--- src/rtl/bootfetch_pkg.sv ---
package bootfetch_pkg;

  typedef enum logic [1:0] {
    SEL_BOOT  = 2'd0,
    SEL_FETCH = 2'd1,
    SEL_STAT  = 2'd2,
    SEL_NONE  = 2'd3
  } reg_sel_e;

  // Word indices (byte offset / 4) of the mapped registers
  localparam int unsigned WIDX_BOOT  = 0;
  localparam int unsigned WIDX_FETCH = 1;
  localparam int unsigned WIDX_STAT  = 2;

  function automatic reg_sel_e decode_word(input int unsigned widx);
    reg_sel_e s;
    if (widx == WIDX_BOOT)       s = SEL_BOOT;
    else if (widx == WIDX_FETCH) s = SEL_FETCH;
    else if (widx == WIDX_STAT)  s = SEL_STAT;
    else                         s = SEL_NONE;
    return s;
  endfunction

endpackage

--- src/rtl/bf_regs.sv ---
module bf_regs
  import bootfetch_pkg::*;
#(
  parameter int unsigned     ADDR_W    = 12,
  parameter int unsigned     DATA_W    = 32,
  parameter logic [DATA_W-1:0] BOOT_RST = 32'h1A00_0080,
  parameter logic            FETCH_RST = 1'b1
) (
  input  logic              clk,
  input  logic              rst_n,
  input  logic              psel,
  input  logic              penable,
  input  logic              pwrite,
  input  logic [ADDR_W-1:0] paddr,
  input  logic [DATA_W-1:0] pwdata,
  input  logic              started,
  output logic [DATA_W-1:0] prdata,
  output logic [DATA_W-1:0] boot_q,
  output logic              fetch_q
);

  localparam int unsigned WORD_W = ADDR_W - 2;
  localparam logic [DATA_W-1:0] BOOT_RST_AL = {BOOT_RST[DATA_W-1:1], 1'b0};

  logic [WORD_W-1:0] widx;
  reg_sel_e          sel;
  logic              wr_en;
  logic [DATA_W-1:0] rd_mux;
  logic              unused_lsb;

  assign widx       = paddr[ADDR_W-1:2];
  assign unused_lsb = ^paddr[1:0];
  assign sel        = decode_word(int'(widx));
  assign wr_en      = psel & penable & pwrite;

  // Boot address: bit 0 is held at zero
  always_ff @(posedge clk or negedge rst_n) begin
    if (!rst_n) begin
      boot_q <= BOOT_RST_AL;
    end else if (wr_en && sel == SEL_BOOT) begin
      boot_q <= {pwdata[DATA_W-1:1], 1'b0};
    end
  end

  always_ff @(posedge clk or negedge rst_n) begin
    if (!rst_n) begin
      fetch_q <= FETCH_RST;
    end else if (wr_en && sel == SEL_FETCH) begin
      fetch_q <= pwdata[0];
    end
  end

  always_comb begin
    rd_mux = '0;
    unique case (sel)
      SEL_BOOT:  rd_mux = boot_q;
      SEL_FETCH: rd_mux[0] = fetch_q;
      SEL_STAT:  rd_mux[0] = started;
      default:   rd_mux = '0;
    endcase
  end

  assign prdata = psel ? rd_mux : '0;

endmodule

--- src/rtl/bf_release.sv ---
module bf_release #(
  parameter int unsigned DATA_W = 32
) (
  input  logic              clk,
  input  logic              rst_n,
  input  logic              fetch_q,
  input  logic [DATA_W-1:0] boot_q,
  output logic              started_q,
  output logic              core_fetch_en,
  output logic [DATA_W-1:0] core_boot_addr
);

  logic [DATA_W-1:0] held_q;
  logic              release_now;

  assign release_now = fetch_q & ~started_q;

  // Sticky: only a reset clears it
  always_ff @(posedge clk or negedge rst_n) begin
    if (!rst_n) started_q <= 1'b0;
    else if (release_now) started_q <= 1'b1;
  end

  always_ff @(posedge clk or negedge rst_n) begin
    if (!rst_n) held_q <= '0;
    else if (release_now) held_q <= boot_q;
  end

  assign core_fetch_en  = started_q | fetch_q;
  assign core_boot_addr = started_q ? held_q : boot_q;

endmodule

--- src/rtl/bootfetch_ctrl.sv ---
module bootfetch_ctrl #(
  parameter int unsigned       ADDR_W    = 12,
  parameter int unsigned       DATA_W    = 32,
  parameter logic [DATA_W-1:0] BOOT_RST  = 32'h1A00_0080,
  parameter logic              FETCH_RST = 1'b1
) (
  input  logic              clk,
  input  logic              rst_n,
  input  logic              psel,
  input  logic              penable,
  input  logic              pwrite,
  input  logic [ADDR_W-1:0] paddr,
  input  logic [DATA_W-1:0] pwdata,
  output logic [DATA_W-1:0] prdata,
  output logic              pready,
  output logic              pslverr,
  output logic [DATA_W-1:0] core_boot_addr,
  output logic              core_fetch_en
);

  logic [DATA_W-1:0] boot_q;
  logic              fetch_q;
  logic              fetch_started;

  bf_regs #(
    .ADDR_W   (ADDR_W),
    .DATA_W   (DATA_W),
    .BOOT_RST (BOOT_RST),
    .FETCH_RST(FETCH_RST)
  ) u_regs (
    .clk    (clk),
    .rst_n  (rst_n),
    .psel   (psel),
    .penable(penable),
    .pwrite (pwrite),
    .paddr  (paddr),
    .pwdata (pwdata),
    .started(fetch_started),
    .prdata (prdata),
    .boot_q (boot_q),
    .fetch_q(fetch_q)
  );

  bf_release #(
    .DATA_W(DATA_W)
  ) u_rel (
    .clk           (clk),
    .rst_n         (rst_n),
    .fetch_q       (fetch_q),
    .boot_q        (boot_q),
    .started_q     (fetch_started),
    .core_fetch_en (core_fetch_en),
    .core_boot_addr(core_boot_addr)
  );

  // No wait states, no error responses
  assign pready  = psel & penable;
  assign pslverr = 1'b0;

endmodule

--- config.mk ---
export PLATFORM = sky130hd
export DESIGN_NAME = bootfetch_ctrl
export DESIGN_NICKNAME = d
export VERILOG_FILES = /design/src/rtl/bootfetch_pkg.sv /design/src/rtl/bf_regs.sv /design/src/rtl/bf_release.sv /design/src/rtl/bootfetch_ctrl.sv
export SDC_FILE = /design/constraint.sdc
export NUM_CORES = 1
export LEC_CHECK = 0
export BUFFER_PORTS_ARGS = -buffer_cell sky130_fd_sc_hd__buf_4
export CAP_MARGIN = 40
export CELL_PAD_IN_SITES_DETAIL_PLACEMENT = 0
export CELL_PAD_IN_SITES_GLOBAL_PLACEMENT = 1
export CORE_AREA = 2 2 105 107
export CTS_CLUSTER_SIZE = 12
export DETAILED_ROUTE_END_ITERATION = 6
export DIE_AREA = 0 0 107 109
export PLACE_DENSITY = 0.68
export SYNTH_ARGS = -nofsm -noshare
export SYNTH_HDL_FRONTEND = slang
export SYNTH_SLANG_ARGS = --single-unit
--- constraint.sdc ---
create_clock -name clk -period 2.6 [get_ports clk]
set_input_delay 0.52 -clock clk [delete_from_list [all_inputs] [get_ports clk]]
set_output_delay 0.52 -clock clk [all_outputs]
set_load 0.01 [all_outputs]
After elaboration in Yosys (flattened, before gate mapping):

Index checks and enable logic that the tools add are counted.

* word-level logic and storage cells: 24
* input port bits: 49
* output and inout bits: 67
* bits in registers: 64

* reductions and logical operators: 4
* equal/unequal tests: 4
* bitwise gates (word level): 5
* mux-type cells: 7

Operator list (number)
* $mux W32: 2
* $mux W31: 1
* $eq A10 B1 Y1 const B: 1
* $eq A10 B2 Y1 const B: 1
* $logic_not A10 Y1: 1
* $mux W2: 2
* $and A1 B1 Y1: 3
* $eq A2 B1 Y1 const B: 1
* $eq A2 B2 Y1 const B: 1
* $logic_and A1 B1 Y1: 2
* $logic_not A2 Y1: 1
* $pmux W1 S2: 1
* $mux W1: 1
* $not A1 Y1: 1
* $or A1 B1 Y1: 1

Logic depth before layout (Yosys ltp):

* depth after elaboration: 7
* depth in mapped cells: 6
* gate-level depth less buffers: 5

Modules after synthesis:

Synthesis repeated with hierarchy kept, for this count alone.

* cells, all modules: 231
* area, all modules: 3316.9 um2

By module, submodules not included
* bf_release: cells an instance 108, area an instance 1783.0 um2, instances 1, seq. area each 825.8 um2
* bf_regs: cells an instance 120, area an instance 1516.5 um2, instances 1, seq. area each 807.0 um2
* bootfetch_ctrl: cells an instance 3, area an instance 17.5 um2, instances 1, seq. area each 0.0 um2

Worst setup path before layout:

No wires, ideal clock.

* path kind: input-to-output
* start point: input port paddr[9]
* end point: output port prdata[31]
* required time: 2.080 ns
* arrival time: 1.974 ns
* path buffers: 1
* stages on the path: 5
* slack: 0.106 ns
* path through: or4_4 nor3_1 ha_1 clkbuf_1 and3_1

* word-level cells in the longest chain between the ends: 7
* elaborated cells on any way between the ends: 9
* those cells by class: 2 x eq/ne; 5 x mux; 2 x reduce/logical

Ends and longest elaborated chain
* from (decl): line bootfetch_ctrl.sv:12 `input logic [ADDR_W-1:0] paddr,`
* $eq A10 B2 Y1: line bootfetch_pkg.sv:19 `else if (widx == WIDX_STAT) s = SEL_STAT;`
* $mux W1: line bootfetch_pkg.sv:19
* $mux W2: line bootfetch_pkg.sv:18 `else if (widx == WIDX_FETCH) s = SEL_FETCH;`
* $mux W2 (*): line bootfetch_pkg.sv:17 `if (widx == WIDX_BOOT) s = SEL_BOOT;`
* $logic_not A2 Y1 (*): line bf_regs.sv:55 `unique case (sel)`
* $mux W31 (*): line bf_regs.sv:55
* $mux W32 (*): line bf_regs.sv:63 `assign prdata = psel ? rd_mux : '0;`
* to (decl): line bootfetch_ctrl.sv:14 `output logic [DATA_W-1:0] prdata,`

Every way passes the cells marked *; elsewhere a longest branch is shown, timed or not.

Worst setup path in the final report:

* start point: input port paddr[4]
* end point: output port prdata[0]

* word-level cells in the longest chain between the ends: 7
* elaborated cells on any way between the ends: 10
* those cells by class: 4 x eq/ne; 5 x mux; 1 x reduce/logical

Ends and longest elaborated chain (line)
* $eq A10 B2 Y1: bootfetch_pkg.sv:19
* $mux W1: bootfetch_pkg.sv:19
* $mux W2: bootfetch_pkg.sv:18
* $mux W2 (*): bootfetch_pkg.sv:17
* $eq A2 B2 Y1 / $eq A2 B1 Y1 (equally long branches): bf_regs.sv:55
* $pmux W1 S2 (*): bf_regs.sv:55
* $mux W32 (*): bf_regs.sv:63

Marks and branches as above.

==> key figures <==
Run status
  – Status: complete, but fails checks
  – Failing checks: negative setup slack

Power
  – Clk network pwr share: 47.7%
  – Comb power frac: 7.7%
  – Sw Share: 21.90%
  – Total power: 2243 uW
  – Seq pwr share: 44.6%
  – Pwr Density: 499.8 mW/mm2
  – Leak Pwr: 0.002434 uW
  – Psw: 491.3 uW
  – Pint: 1752 uW
  – Max VDD drop: 0.2704 mV

Synth
  – Top post-synthesis cells by count: mux2_2, dfrtp_1, and3_1
  – Asr flop ratio synth: 100.0%
  – Cells after Synth: 226
  – Cell taking the most area after synthesis: dfrtp_1
  – Synth top area share: 47.89%
  – Synth area leaders: dfrtp_1, mux2_2, and3_1
  – Number of flops mapped to enable cells by yosys: 0
  – Most common cell in the netlist: mux2_2
  – Post-synthesis adder-cell area fraction: 1.218%
  – Synth Area in Compound Gates: 0.2435%
  – Top FF cell, synth: dfrtp_1
  – Largest family of logic cells by synthesized area: multiplexers
  – Simple-gate area share of the yosys netlist: 9.091%
  – Synth warn: 0
  – Synthesis-stage register bit count: 64
  – Post-Synth XOR/XNOR Area: 0%
  – Cell variety after synth: 21
  – Mapped Avg Cell Area: 13.64 um2
  – Mux share of post-synthesis cell area: 34.33%
  – Register area share after synthesis: 52.15%
  – Post-Syn Area: 0.003083 mm2

STA
  – Worst hold margin: 281.6 ps
  – Minimum clock period: 2641 ps
  – Highest clock rate: 0.3786 GHz
  – Max Clock Skew: 10.74 ps
  – RSZ-0062 raised after global routing: yes
  – Final setup vio count: 7
  – Slew @ Worst Pin: 820.7 ps
  – Slew Limit Fails: 0
  – Final hold vios: 0
  – Period Utilization, post-route: 101.6%
  – Slew headroom: 45.29%
  – Final Worst Setup Slack: -41.28 ps

Placement
  – Port bufs: 111
  – Placer congestion estimate: 0.6867
  – Dpl hpwl: 4907 um

Global route
  – Vias in the first global route: 2,324
  – Largest net degree at the start of global routing: 65
  – First-pass GRT wire length: 11,870 um
  – Initial antenna violation count: 0
  – Total track usage: 13.33%
  – Global route overflow: 0

Worst setup path
  – FF-to-FF Start: u_rel.started_q$_DFFE_PN0P_
  – CP required: 2080 ps
  – FF-to-FF setup slack: 780 ps
  – CP max FO: 4
  – R2R depth: 4
  – Reg2reg end: u_rel.held_q[17]$_DFFE_PN0P_
  – Setup crit end kind: output port
  – Crit Path Category: primary input to output port
  – Worst EP arrival: 2120 ps
  – Startpoint Class: primary input

Detailed routing
  – DR vias/cell: 4.509
  – Initial DRC count: 67
  – WL per Instance: 15.23 um
  – Vias after detailed routing: 2,196
  – Detailed Route WL: 7416 um
  – Post-route ant nets: 0
  – DR pass1 iterations: 4
  – Remaining DRCs: 0

Floorplanning
  – Die W: 107 um
  – Num rows: 38
  – Die Y-Extent: 109 um
  – Die ar.: 0.01166 mm2
  – Initial Util: 29.08%
  – Core area: 0.01060 mm2
  – Number of I/O pins: 116

Layout
  – # diodes: 0
  – Proportion of layout cells with a drive suffix above 1: 72.62%
  – Fill count: 1,029
  – Layout Area Growth over Synthesis: 45.58%
  – Nets@finish: 394

Clock network
  – Worst-Skew Late Latency: 330 ps
  – Clock transition at path regs: 80 ps
  – Max clock buf depth: 2
  – Htree depth: 3
  – CTS Buf Count: 9
  – Num Clock Sinks: 64
  – Clock root buffer: clkbuf_8
  – CTS tree: built

Run
  – Max Cap Viol: 0

Hold path
  – Worst Hold Class: primary input to async pin
==> power groups by stage <==
stage	Clock [uW]	Combinational, uW	Sequential [uW]
after floorplan	0	73.4	1020
after global placement	0	170	1020
after detailed placement	0	172	1020
after CTS	1110	175	1000
after global routing	1150	188	1000
final	1070	173	1000
==> registers in the layout (all words and copies together) (netlist names) <==
signal           flops
u_regs.boot_q       31
u_rel.started_q      1
u_regs.fetch_q       1
u_rel.held_q        31
==> worst max-delay path: stages <==
cell and delay, ps:
buf_6 90, or4_4 570, or3_4 420, ha_4 170
a22oi_2 140, nor2_1 60, buf_4 140
==> metrics by stage <==
step                area [um2]  setup TNS [ps]  utilization [%]  cells  setup slack [ps]
detailed placement        4105           -9308            38.72    471            -216.0
floorplan                 3087               0                -    227             106.4
global route              4488           -1617            42.33    487            -77.29
global placement          4105           -9024            38.72    471            -214.7
finish                    4488          -95.90            42.33    487            -41.28
CTS                       4415          -51.92            41.64    487            -51.72
==> layer usage <==
metal  up-vias  routed length [um]  global-route usage [%]
met4         0                 112                   4.731
met5         -                   0                       0
met3        10                 442                   3.885
met2        68                3473                   21.34
li1       1041                   -                       -
met1      1077                3388                   17.25
==> cell type report <==
| type | count | area (um2) | area share [%] |
|---|---|---|---|
| flip-flops and latches | 64 | 1608 | 35.82 |
| multi-input cells | 145 | 1483 | 33.04 |
| repair buffers | 122 | 969.7 | 21.61 |
| well taps | 140 | 175.2 | 3.903 |
| clock buffers | 10 | 137.6 | 3.067 |
| clock inverters | 6 | 115.1 | 2.565 |
==> logic make-up after synthesis <==
family | count (synthesis)
other cells | 1
fa+ha+maj | 3
simple gates | 45
buf+inv | 18
mux | 94
compound gates | 1
flops | 64
==> placed cells by master, fill, tap and decap left out, drive strengths merged <==
cell type	n
inv	1
and2	1
or3	2
nand4	2
and3	31
or4	2
or2	2
mux2	94
ha	3
buf	122
dfrtp	59
nor2	1
conb	2
dfstp	5
clkinvlp	1
clkinv	1
clkbuf	10
bufinv	3
nand2b	1
nor3	2
a22oi	1
nand2	1
==> worst max path at each step <==
stage / from / to / depth (start not counted)
floorplan: paddr[9] / prdata[31] / 5
global placement: paddr[11] / u_regs.boot_q[16]$_DFFE_PN0P_ / 8
detailed placement: paddr[11] / u_regs.boot_q[16]$_DFFE_PN0P_ / 8
CTS: paddr[4] / prdata[0] / 7
global route: paddr[4] / prdata[9] / 7
finish: paddr[4] / prdata[0] / 7
==> repair_timing <==
action | 4_1_cts | 5_1_grt
hold buffers | 0 | 0
resized for setup | 12 | 16
pin swaps | 6 | 0
setup buffers | 0 | 0
setup endpoints to repair | 32 | 32
Note: power is estimated with default switching activity, not from simulation.
